$ cat src/rtl/flash_cmd_pkg.sv
package flash_cmd_pkg;

  localparam int CMD_W = 11;
  localparam logic [CMD_W-1:0] KEY_A = 11'h555;
  localparam logic [CMD_W-1:0] KEY_B = 11'h2AA;

  localparam logic [7:0] C_UNL1  = 8'hAA;
  localparam logic [7:0] C_UNL2  = 8'h55;
  localparam logic [7:0] C_PROG  = 8'hA0;
  localparam logic [7:0] C_IDENT = 8'h90;
  localparam logic [7:0] C_FAST  = 8'h20;
  localparam logic [7:0] C_ERASE = 8'h80;
  localparam logic [7:0] C_SECT  = 8'h30;
  localparam logic [7:0] C_CHIP  = 8'h10;
  localparam logic [7:0] C_RESET = 8'hF0;
  localparam logic [7:0] C_SUSP  = 8'hB0;
  localparam logic [7:0] C_ZERO  = 8'h00;

  typedef enum logic [2:0] {
    MD_READ  = 3'd0,
    MD_IDENT = 3'd1,
    MD_PROG  = 3'd2,
    MD_ERASE = 3'd3,
    MD_SUSP  = 3'd4,
    MD_FAST  = 3'd5
  } mode_e;

  typedef enum logic [2:0] {
    ST_IDLE, ST_UNL1, ST_UNL2, ST_ER1, ST_ER2, ST_ER3, ST_PDATA, ST_FXIT
  } step_e;

  typedef enum logic [1:0] {
    RS_ARRAY  = 2'd0,
    RS_STATUS = 2'd1,
    RS_IDENT  = 2'd2
  } rdsel_e;

  typedef struct packed {
    logic wr;
    logic key;
    logic unl1;
    logic unl2;
    logic rst;
    logic prog;
    logic ident;
    logic fast;
    logic ers;
    logic c30;
    logic c10;
    logic susp;
    logic zero;
  } cmd_t;

endpackage

$ cat src/rtl/fcd_cmd_match.sv
module fcd_cmd_match
  import flash_cmd_pkg::*;
#(
  parameter int ADDR_W = 16
) (
  input  logic              wr_i,
  input  logic [ADDR_W-1:0] addr_i,
  input  logic [7:0]        data_i,
  output cmd_t              cmd_o
);

  logic [CMD_W-1:0] low;
  assign low = addr_i[CMD_W-1:0];

  always_comb begin
    cmd_o.wr    = wr_i;
    cmd_o.key   = wr_i && (low == KEY_A);
    cmd_o.unl1  = wr_i && (low == KEY_A) && (data_i == C_UNL1);
    cmd_o.unl2  = wr_i && (low == KEY_B) && (data_i == C_UNL2);
    cmd_o.rst   = wr_i && (data_i == C_RESET);
    cmd_o.prog  = wr_i && (data_i == C_PROG);
    cmd_o.ident = wr_i && (data_i == C_IDENT);
    cmd_o.fast  = wr_i && (data_i == C_FAST);
    cmd_o.ers   = wr_i && (data_i == C_ERASE);
    cmd_o.c30   = wr_i && (data_i == C_SECT);
    cmd_o.c10   = wr_i && (data_i == C_CHIP);
    cmd_o.susp  = wr_i && (data_i == C_SUSP);
    cmd_o.zero  = wr_i && (data_i == C_ZERO);
  end

endmodule

$ cat src/rtl/fcd_op_track.sv
module fcd_op_track (
  input  logic clk_i,
  input  logic rst_ni,
  input  logic op_active_i,
  input  logic op_enter_i,
  input  logic busy_i,
  input  logic err_i,
  output logic done_o
);

  logic seen_q;

  // completion needs a busy high phase after entry
  always_ff @(posedge clk_i or negedge rst_ni) begin
    if (!rst_ni)                      seen_q <= 1'b0;
    else if (op_enter_i)              seen_q <= 1'b0;
    else if (op_active_i && busy_i)   seen_q <= 1'b1;
    else if (!op_active_i)            seen_q <= 1'b0;
  end

  assign done_o = op_active_i && seen_q && !busy_i && !err_i;


  no_early_done_chk: assert property (@(posedge clk_i) disable iff (!rst_ni)
    (op_enter_i && !op_active_i) |=> !done_o);

endmodule

$ cat src/rtl/fcd_read_sel.sv
module fcd_read_sel
  import flash_cmd_pkg::*;
#(
  parameter int NUM_SECT = 16,
  parameter int SECT_W   = $clog2(NUM_SECT)
) (
  input  logic              clk_i,
  input  logic              rst_ni,
  input  mode_e             mode_i,
  input  logic              mark_one_i,
  input  logic              mark_all_i,
  input  logic              clear_i,
  input  logic [SECT_W-1:0] mark_idx_i,
  input  logic [SECT_W-1:0] rd_idx_i,
  output logic [1:0]        rd_sel_o
);

  logic [NUM_SECT-1:0] mask_q;

  for (genvar g = 0; g < NUM_SECT; g++) begin : g_mask
    always_ff @(posedge clk_i or negedge rst_ni) begin
      if (!rst_ni)                                         mask_q[g] <= 1'b0;
      else if (clear_i)                                    mask_q[g] <= 1'b0;
      else if (mark_all_i)                                 mask_q[g] <= 1'b1;
      else if (mark_one_i && (mark_idx_i == SECT_W'(g)))   mask_q[g] <= 1'b1;
    end
  end

  always_comb begin
    unique case (mode_i)
      MD_IDENT:          rd_sel_o = RS_IDENT;
      MD_PROG, MD_ERASE: rd_sel_o = RS_STATUS;
      MD_SUSP:           rd_sel_o = mask_q[rd_idx_i] ? RS_STATUS : RS_ARRAY;
      default:           rd_sel_o = RS_ARRAY;
    endcase
  end


  chip_mark_chk: assert property (@(posedge clk_i) disable iff (!rst_ni)
    (mark_all_i && !clear_i) |=> (&mask_q));


  clear_mask_chk: assert property (@(posedge clk_i) disable iff (!rst_ni)
    clear_i |=> (mask_q == '0));

endmodule

$ cat src/rtl/flash_cmd_decoder.sv
module flash_cmd_decoder
  import flash_cmd_pkg::*;
#(
  parameter int ADDR_W   = 16,
  parameter int NUM_SECT = 16
) (
  input  logic              clk_i,
  input  logic              rst_ni,
  input  logic              wr_i,
  input  logic [ADDR_W-1:0] addr_i,
  input  logic [7:0]        data_i,
  input  logic [ADDR_W-1:0] rd_addr_i,
  input  logic              busy_i,
  input  logic              err_i,
  output logic [2:0]        mode_o,
  output logic [1:0]        rd_sel_o,
  output logic              prog_start_o,
  output logic              erase_start_o,
  output logic              chip_erase_o,
  output logic [ADDR_W-1:0] tgt_addr_o,
  output logic [7:0]        tgt_data_o
);

  localparam int SECT_W = $clog2(NUM_SECT);

  cmd_t  cmd;
  mode_e mode_q, mode_d, ret_q, ret_d;
  step_e step_q, step_d;
  logic  ps_q, ps_d, es_q, es_d, chip_q, chip_d;
  logic [ADDR_W-1:0] taddr_q, taddr_d;
  logic [7:0]        tdata_q, tdata_d;
  logic  op_enter, op_done, op_active;
  logic  mark_one, mark_all, mark_clr;
  logic  suspended;

  fcd_cmd_match #(.ADDR_W(ADDR_W)) u_match (
    .wr_i   (wr_i),
    .addr_i (addr_i),
    .data_i (data_i),
    .cmd_o  (cmd)
  );

  assign op_active = (mode_q == MD_PROG) || (mode_q == MD_ERASE);
  assign suspended = (mode_q == MD_SUSP);

  fcd_op_track u_track (
    .clk_i       (clk_i),
    .rst_ni      (rst_ni),
    .op_active_i (op_active),
    .op_enter_i  (op_enter),
    .busy_i      (busy_i),
    .err_i       (err_i),
    .done_o      (op_done)
  );

  always_comb begin
    mode_d   = mode_q;
    step_d   = step_q;
    ret_d    = ret_q;
    ps_d     = 1'b0;
    es_d     = 1'b0;
    chip_d   = chip_q;
    taddr_d  = taddr_q;
    tdata_d  = tdata_q;
    op_enter = 1'b0;
    mark_one = 1'b0;
    mark_all = 1'b0;
    mark_clr = 1'b0;
    unique case (mode_q)
      MD_PROG, MD_ERASE: begin
        step_d = ST_IDLE;
        if (op_done) begin
          mode_d = (mode_q == MD_PROG) ? ret_q : MD_READ;
          mark_clr = (mode_q == MD_ERASE);
        end else if (cmd.rst && err_i) begin
          mode_d   = MD_READ;
          mark_clr = 1'b1;
        end else if ((mode_q == MD_ERASE) && cmd.susp) begin
          mode_d = MD_SUSP;
        end
      end
      MD_IDENT: begin
        step_d = ST_IDLE;
        if (cmd.rst) mode_d = ret_q;
      end
      MD_FAST: begin
        unique case (step_q)
          ST_PDATA: if (cmd.wr) begin
            ps_d     = 1'b1;
            taddr_d  = addr_i;
            tdata_d  = data_i;
            ret_d    = MD_FAST;
            mode_d   = MD_PROG;
            op_enter = 1'b1;
            step_d   = ST_IDLE;
          end
          ST_FXIT: if (cmd.wr) begin
            step_d = ST_IDLE;
            if (cmd.zero) mode_d = MD_READ;
          end
          default: begin
            step_d = ST_IDLE;
            if (cmd.prog)       step_d = ST_PDATA;
            else if (cmd.ident) step_d = ST_FXIT;
          end
        endcase
      end
      MD_READ, MD_SUSP: begin
        unique case (step_q)
          ST_IDLE: if (cmd.unl1) begin
            step_d = ST_UNL1;
          end else if (suspended && cmd.c30) begin
            mode_d   = MD_ERASE;
            op_enter = 1'b1;
          end
          ST_UNL1: if (cmd.wr) step_d = cmd.unl2 ? ST_UNL2 : ST_IDLE;
          ST_UNL2: if (cmd.wr) begin
            step_d = ST_IDLE;
            if (cmd.key) begin
              if (cmd.prog) begin
                step_d = ST_PDATA;
              end else if (cmd.ident) begin
                ret_d  = mode_q;
                mode_d = MD_IDENT;
              end else if (cmd.fast && !suspended) begin
                mode_d = MD_FAST;
              end else if (cmd.ers && !suspended) begin
                step_d = ST_ER1;
              end
            end
          end
          ST_ER1: if (cmd.wr) step_d = cmd.unl1 ? ST_ER2 : ST_IDLE;
          ST_ER2: if (cmd.wr) step_d = cmd.unl2 ? ST_ER3 : ST_IDLE;
          ST_ER3: if (cmd.wr) begin
            step_d = ST_IDLE;
            if (cmd.c30) begin
              es_d     = 1'b1;
              chip_d   = 1'b0;
              taddr_d  = addr_i;
              mark_one = 1'b1;
              mode_d   = MD_ERASE;
              op_enter = 1'b1;
            end else if (cmd.c10 && cmd.key) begin
              es_d     = 1'b1;
              chip_d   = 1'b1;
              taddr_d  = addr_i;
              mark_all = 1'b1;
              mode_d   = MD_ERASE;
              op_enter = 1'b1;
            end
          end
          ST_PDATA: if (cmd.wr) begin
            ps_d     = 1'b1;
            taddr_d  = addr_i;
            tdata_d  = data_i;
            ret_d    = mode_q;
            mode_d   = MD_PROG;
            op_enter = 1'b1;
            step_d   = ST_IDLE;
          end
          default: step_d = ST_IDLE;
        endcase
      end
      default: begin
        mode_d = MD_READ;
        step_d = ST_IDLE;
      end
    endcase
  end

  always_ff @(posedge clk_i or negedge rst_ni) begin
    if (!rst_ni) begin
      mode_q  <= MD_READ;
      step_q  <= ST_IDLE;
      ret_q   <= MD_READ;
      ps_q    <= 1'b0;
      es_q    <= 1'b0;
      chip_q  <= 1'b0;
      taddr_q <= '0;
      tdata_q <= '0;
    end else begin
      mode_q  <= mode_d;
      step_q  <= step_d;
      ret_q   <= ret_d;
      ps_q    <= ps_d;
      es_q    <= es_d;
      chip_q  <= chip_d;
      taddr_q <= taddr_d;
      tdata_q <= tdata_d;
    end
  end

  fcd_read_sel #(.NUM_SECT(NUM_SECT), .SECT_W(SECT_W)) u_rsel (
    .clk_i      (clk_i),
    .rst_ni     (rst_ni),
    .mode_i     (mode_q),
    .mark_one_i (mark_one),
    .mark_all_i (mark_all),
    .clear_i    (mark_clr),
    .mark_idx_i (addr_i[ADDR_W-1 -: SECT_W]),
    .rd_idx_i   (rd_addr_i[ADDR_W-1 -: SECT_W]),
    .rd_sel_o   (rd_sel_o)
  );

  assign mode_o        = mode_q;
  assign prog_start_o  = ps_q;
  assign erase_start_o = es_q;
  assign chip_erase_o  = chip_q;
  assign tgt_addr_o    = taddr_q;
  assign tgt_data_o    = tdata_q;


  prog_mode_chk: assert property (@(posedge clk_i) disable iff (!rst_ni)
    prog_start_o |-> (mode_o == MD_PROG));


  start_excl_chk: assert property (@(posedge clk_i) disable iff (!rst_ni)
    $onehot0({prog_start_o, erase_start_o}));


  busy_hold_chk: assert property (@(posedge clk_i) disable iff (!rst_ni)
    (op_active && busy_i && !err_i && cmd.rst) |=> (mode_q == $past(mode_q)));


  ident_hold_chk: assert property (@(posedge clk_i) disable iff (!rst_ni)
    ((mode_q == MD_IDENT) && cmd.wr && !cmd.rst) |=> (mode_q == MD_IDENT));


  fast_hold_chk: assert property (@(posedge clk_i) disable iff (!rst_ni)
    ((mode_q == MD_FAST) && (step_q == ST_IDLE) && cmd.wr && !cmd.prog && !cmd.ident)
      |=> (mode_q == MD_FAST));

endmodule

$ cat config.mk
export PLATFORM = sky130hd
export DESIGN_NAME = flash_cmd_decoder
export DESIGN_NICKNAME = d
export VERILOG_FILES = /design/src/rtl/flash_cmd_pkg.sv /design/src/rtl/fcd_cmd_match.sv /design/src/rtl/fcd_op_track.sv /design/src/rtl/fcd_read_sel.sv /design/src/rtl/flash_cmd_decoder.sv
export SDC_FILE = /design/constraint.sdc
export NUM_CORES = 1
export LEC_CHECK = 0
export BUFFER_PORTS_ARGS = -buffer_cell sky130_fd_sc_hd__buf_2
export CAP_MARGIN = 25
export CORE_MARGIN = 2
export CORE_UTILIZATION = 48
export CTS_CLUSTER_SIZE = 40
export DETAILED_ROUTE_END_ITERATION = 8
export PLACE_DENSITY = 0.84
export SLEW_MARGIN = 20
export SYNTH_ARGS = -nofsm -noshare
export SYNTH_HDL_FRONTEND = slang
export SYNTH_SLANG_ARGS = --single-unit
$ cat constraint.sdc
create_clock -name clk_i -period 2.7 [get_ports clk_i]
set_input_delay 0.81 -clock clk_i [delete_from_list [all_inputs] [get_ports clk_i]]
set_output_delay 0.81 -clock clk_i [all_outputs]
set_load 0.02 [all_outputs]
==> flow_summary.toml <==
[outcome]
status = "complete, but fails checks"
violations = "negative setup slack"

[worst_setup_path]
critical_path_required_ns = 1.89
regToRegEndpoint = "tgt_addr_o[4]"
crit_end = "rd_sel_o[0]"
r2r_start = "mode_o[1]"
worstPathArrival_ns = 2.18
startpoint_type = "input pin"
crit_type = "in2out"
cp-startpoint = "rd_addr_i[12]"
reg2regPathDepth = 9
end_kind = "output pin"
r2r_slack_ns = 0.18
critPathMaxFanout = 4

[place]
place_area_mm2 = 0.00381
post-dp-hpwl_mm = 6.02
gp_congestion = 0.920
portBuffers = 64

[cells_and_area]
final_cell_mix = "buf_4, buf_2, dfrtp_1"
num_antenna_cells = 0
multi_input_area_mm2 = 0.00174
syn_to_final_growth_pct = 38.6
fin_util_pct = 69.6
layout.area.seq_mm2 = 0.00133
final_nets = 452
drive_gt1_share_pct = 44.7
final_common_cell = "buf_4"
fillers = 405
fin_area_mm2 = 0.00415

[detailed_routing]
dr.pass1.iters = 7
postRouteAntennaNets = 0
dr.first_iter.drc_count = 471
vias_per_cell = 6.32
routedWlPerCell_um = 19.5
wl_mm = 9.41
drc = 0
vias = 3046

[synth]
synth.avg_cell_area_um2 = 10.2
synth_fp_nets = 337
synth-edff-count = 0
ys_ff_latch = 53
ys_async_sr_fraction_pct = 100
ys_warn_count = 0
synth_top_cell_area_share_pct = 44.3
yosys-top-cells-area = "dfrtp_1, mux2_2, nor2_1"
yosys.area.top_type = "dfrtp_1"
syn_inst = 292
synth-main-ff-cell = "dfrtp_1"
netlist_area_mm2 = 0.00299
ys_types = 55
ys_seq_area_share_pct = 44.3

[clocking]
clk_latency_ns = 0.30
clk_pin_slew_ns = 0.09
cts_made_buffers = 5
cts_sinks = 53
cts-root-buf = "clkbuf_8"
cts_max_path_buffers = 2
h-tree-depth = 2
cts_tree = "done"

[timing]
period_minus_slack_ns = 2.99
finClkSkew_ns = 0.00958
worstMarginPinSlew_ns = 0.865
fin_setup_tns_ns = -0.642
timing.fmax_mhz = 335
relSlewSlack_pct = 42.3
rsz0062_at_grt = "true"
maxSlewViolCount = 0
hold_violations = 0
min_period_over_period_pct = 111
setup_viol_count_final = 19
timing.final.ws_setup_ns = -0.286

[job]
maxCapViolCount = 0

[grt]
antenna_found_initial = 0
gr-total-overflow = 0
grt_pass1_wl_mm = 15.2
grt_pass1_vias = 2984
grt_use_total_pct = 27.1
grt_start_max_net_pins = 40

[floorplanning]
initial_core_util_pct = 50.2
io_pins = 77
die_w_um = 82.9
core_area_mm2 = 0.00596
num_rows = 28
dieArea_mm2 = 0.00688
die_h_um = 82.9

[min_path]
worst_hold_path_type = "reg2reg"

[power_and_ir_drop]
power_density_mw_per_mm2 = 559
p_leak_nw = 2.00
total_power_mw = 2.32
vdd_drop_max_mv = 0.390
## worst max-delay path, stage by stage
cell,delay (ns)
buf_8,0.09
mux4_2,0.51
mux4_2,0.50
nand3_2,0.10
nand2_4,0.05
buf_6,0.13
## final cells by class
class	instances	area share, %
clock buffers	5	1.66
clock inverters	2	0.845
inverters	3	0.272
multi-input cells	221	42.0
flip-flops and latches	53	32.0
well taps	75	2.26
repair buffers	123	20.9
## synthesized netlist by cell type, types with 2 or more instances
cell type   n
nor2b_1     6
or3_1       3
nor2_1     36
nand4b_1    2
mux2_1      2
nand4_1     2
a22oi_1     3
or4bb_1     3
clkbuf_1   13
a211oi_1   13
nor3_1     14
o21ai_0     4
and3_1      3
mux2_2     25
and2_1      3
a21oi_1    14
mux4_2      5
o31ai_1     2
o211ai_1    2
a311oi_1    5
nand2b_1    4
nor3b_1     7
inv_1       3
or4_4       2
nor4b_1     3
nor4bb_1    3
or2_2       2
dfrtp_1    53
nand2_1    21
nand3_1     6
nand3b_1    4
## metal layers
metal	vias up	global-route usage (%)	wire length (um)	part of all wire, %
met2	178	46.4	4710	50
met1	1476	34.0	3630	39
met5	-	0	0	0
met4	0	11.0	424	4.5
li1	1336	-	-	-
met3	56	4.87	645	6.9
## power breakdown
group | internal (mW) | leakage, nW | switching (mW)
combinational | 0.390 | 1.23 | 0.517
sequential | 0.839 | 0.714 | 0.0616
clock | 0.270 | 0.0540 | 0.242
## what timing repair did
item | 4_1_cts | 5_1_grt
cloned | 1 | 0
setup endpoints to repair | 19 | 20
resized for setup | 30 | 11
hold buffers | 0 | 0
buffers inserted | 3 | 1
pin swaps | 3 | 2
## how the worst min path moves through the flow
stage	from	to	slack [ns]	cells after the start
2_1_floorplan	u_track.seen_q	u_track.seen_q	0.46	2
3_3_place_gp	chip_erase_o	chip_erase_o	0.47	1
6_report	chip_erase_o	chip_erase_o	0.51	1
3_5_place_dp	chip_erase_o	chip_erase_o	0.47	1
5_1_grt	chip_erase_o	chip_erase_o	0.51	1
4_1_cts	chip_erase_o	chip_erase_o	0.50	1
## state kept, by name, summed over array words and instances, names as in the netlist
register / cells
chip_erase_o: 1
tgt_data_o: 8
u_track.seen_q: 1
tgt_addr_o: 16
u_rsel.mask_q: 16
prog_start_o: 1
erase_start_o: 1
mode_o: 3
step_q: 3
ret_q: 3
## kinds of logic (layout without fill, tap and decap cells)
kind of cell	Yosys count	in the layout	share of synthesized area (%)
compound gates	55	55	12.8
buf+inv	18	133	2.64
flops	53	53	44.3
mux	33	33	14.3
simple gates	133	133	26.0
## metrics by stage
step                cells  setup slack, ns  hold slack, ns
finish                482           -0.286           0.512
global route          482           -0.323           0.512
CTS                   481           -0.281           0.499
detailed placement    470           -0.409           0.466
global placement      470           -0.464           0.468
floorplan             292           -0.261           0.456
Note: power is estimated with default switching activity, not from simulation.
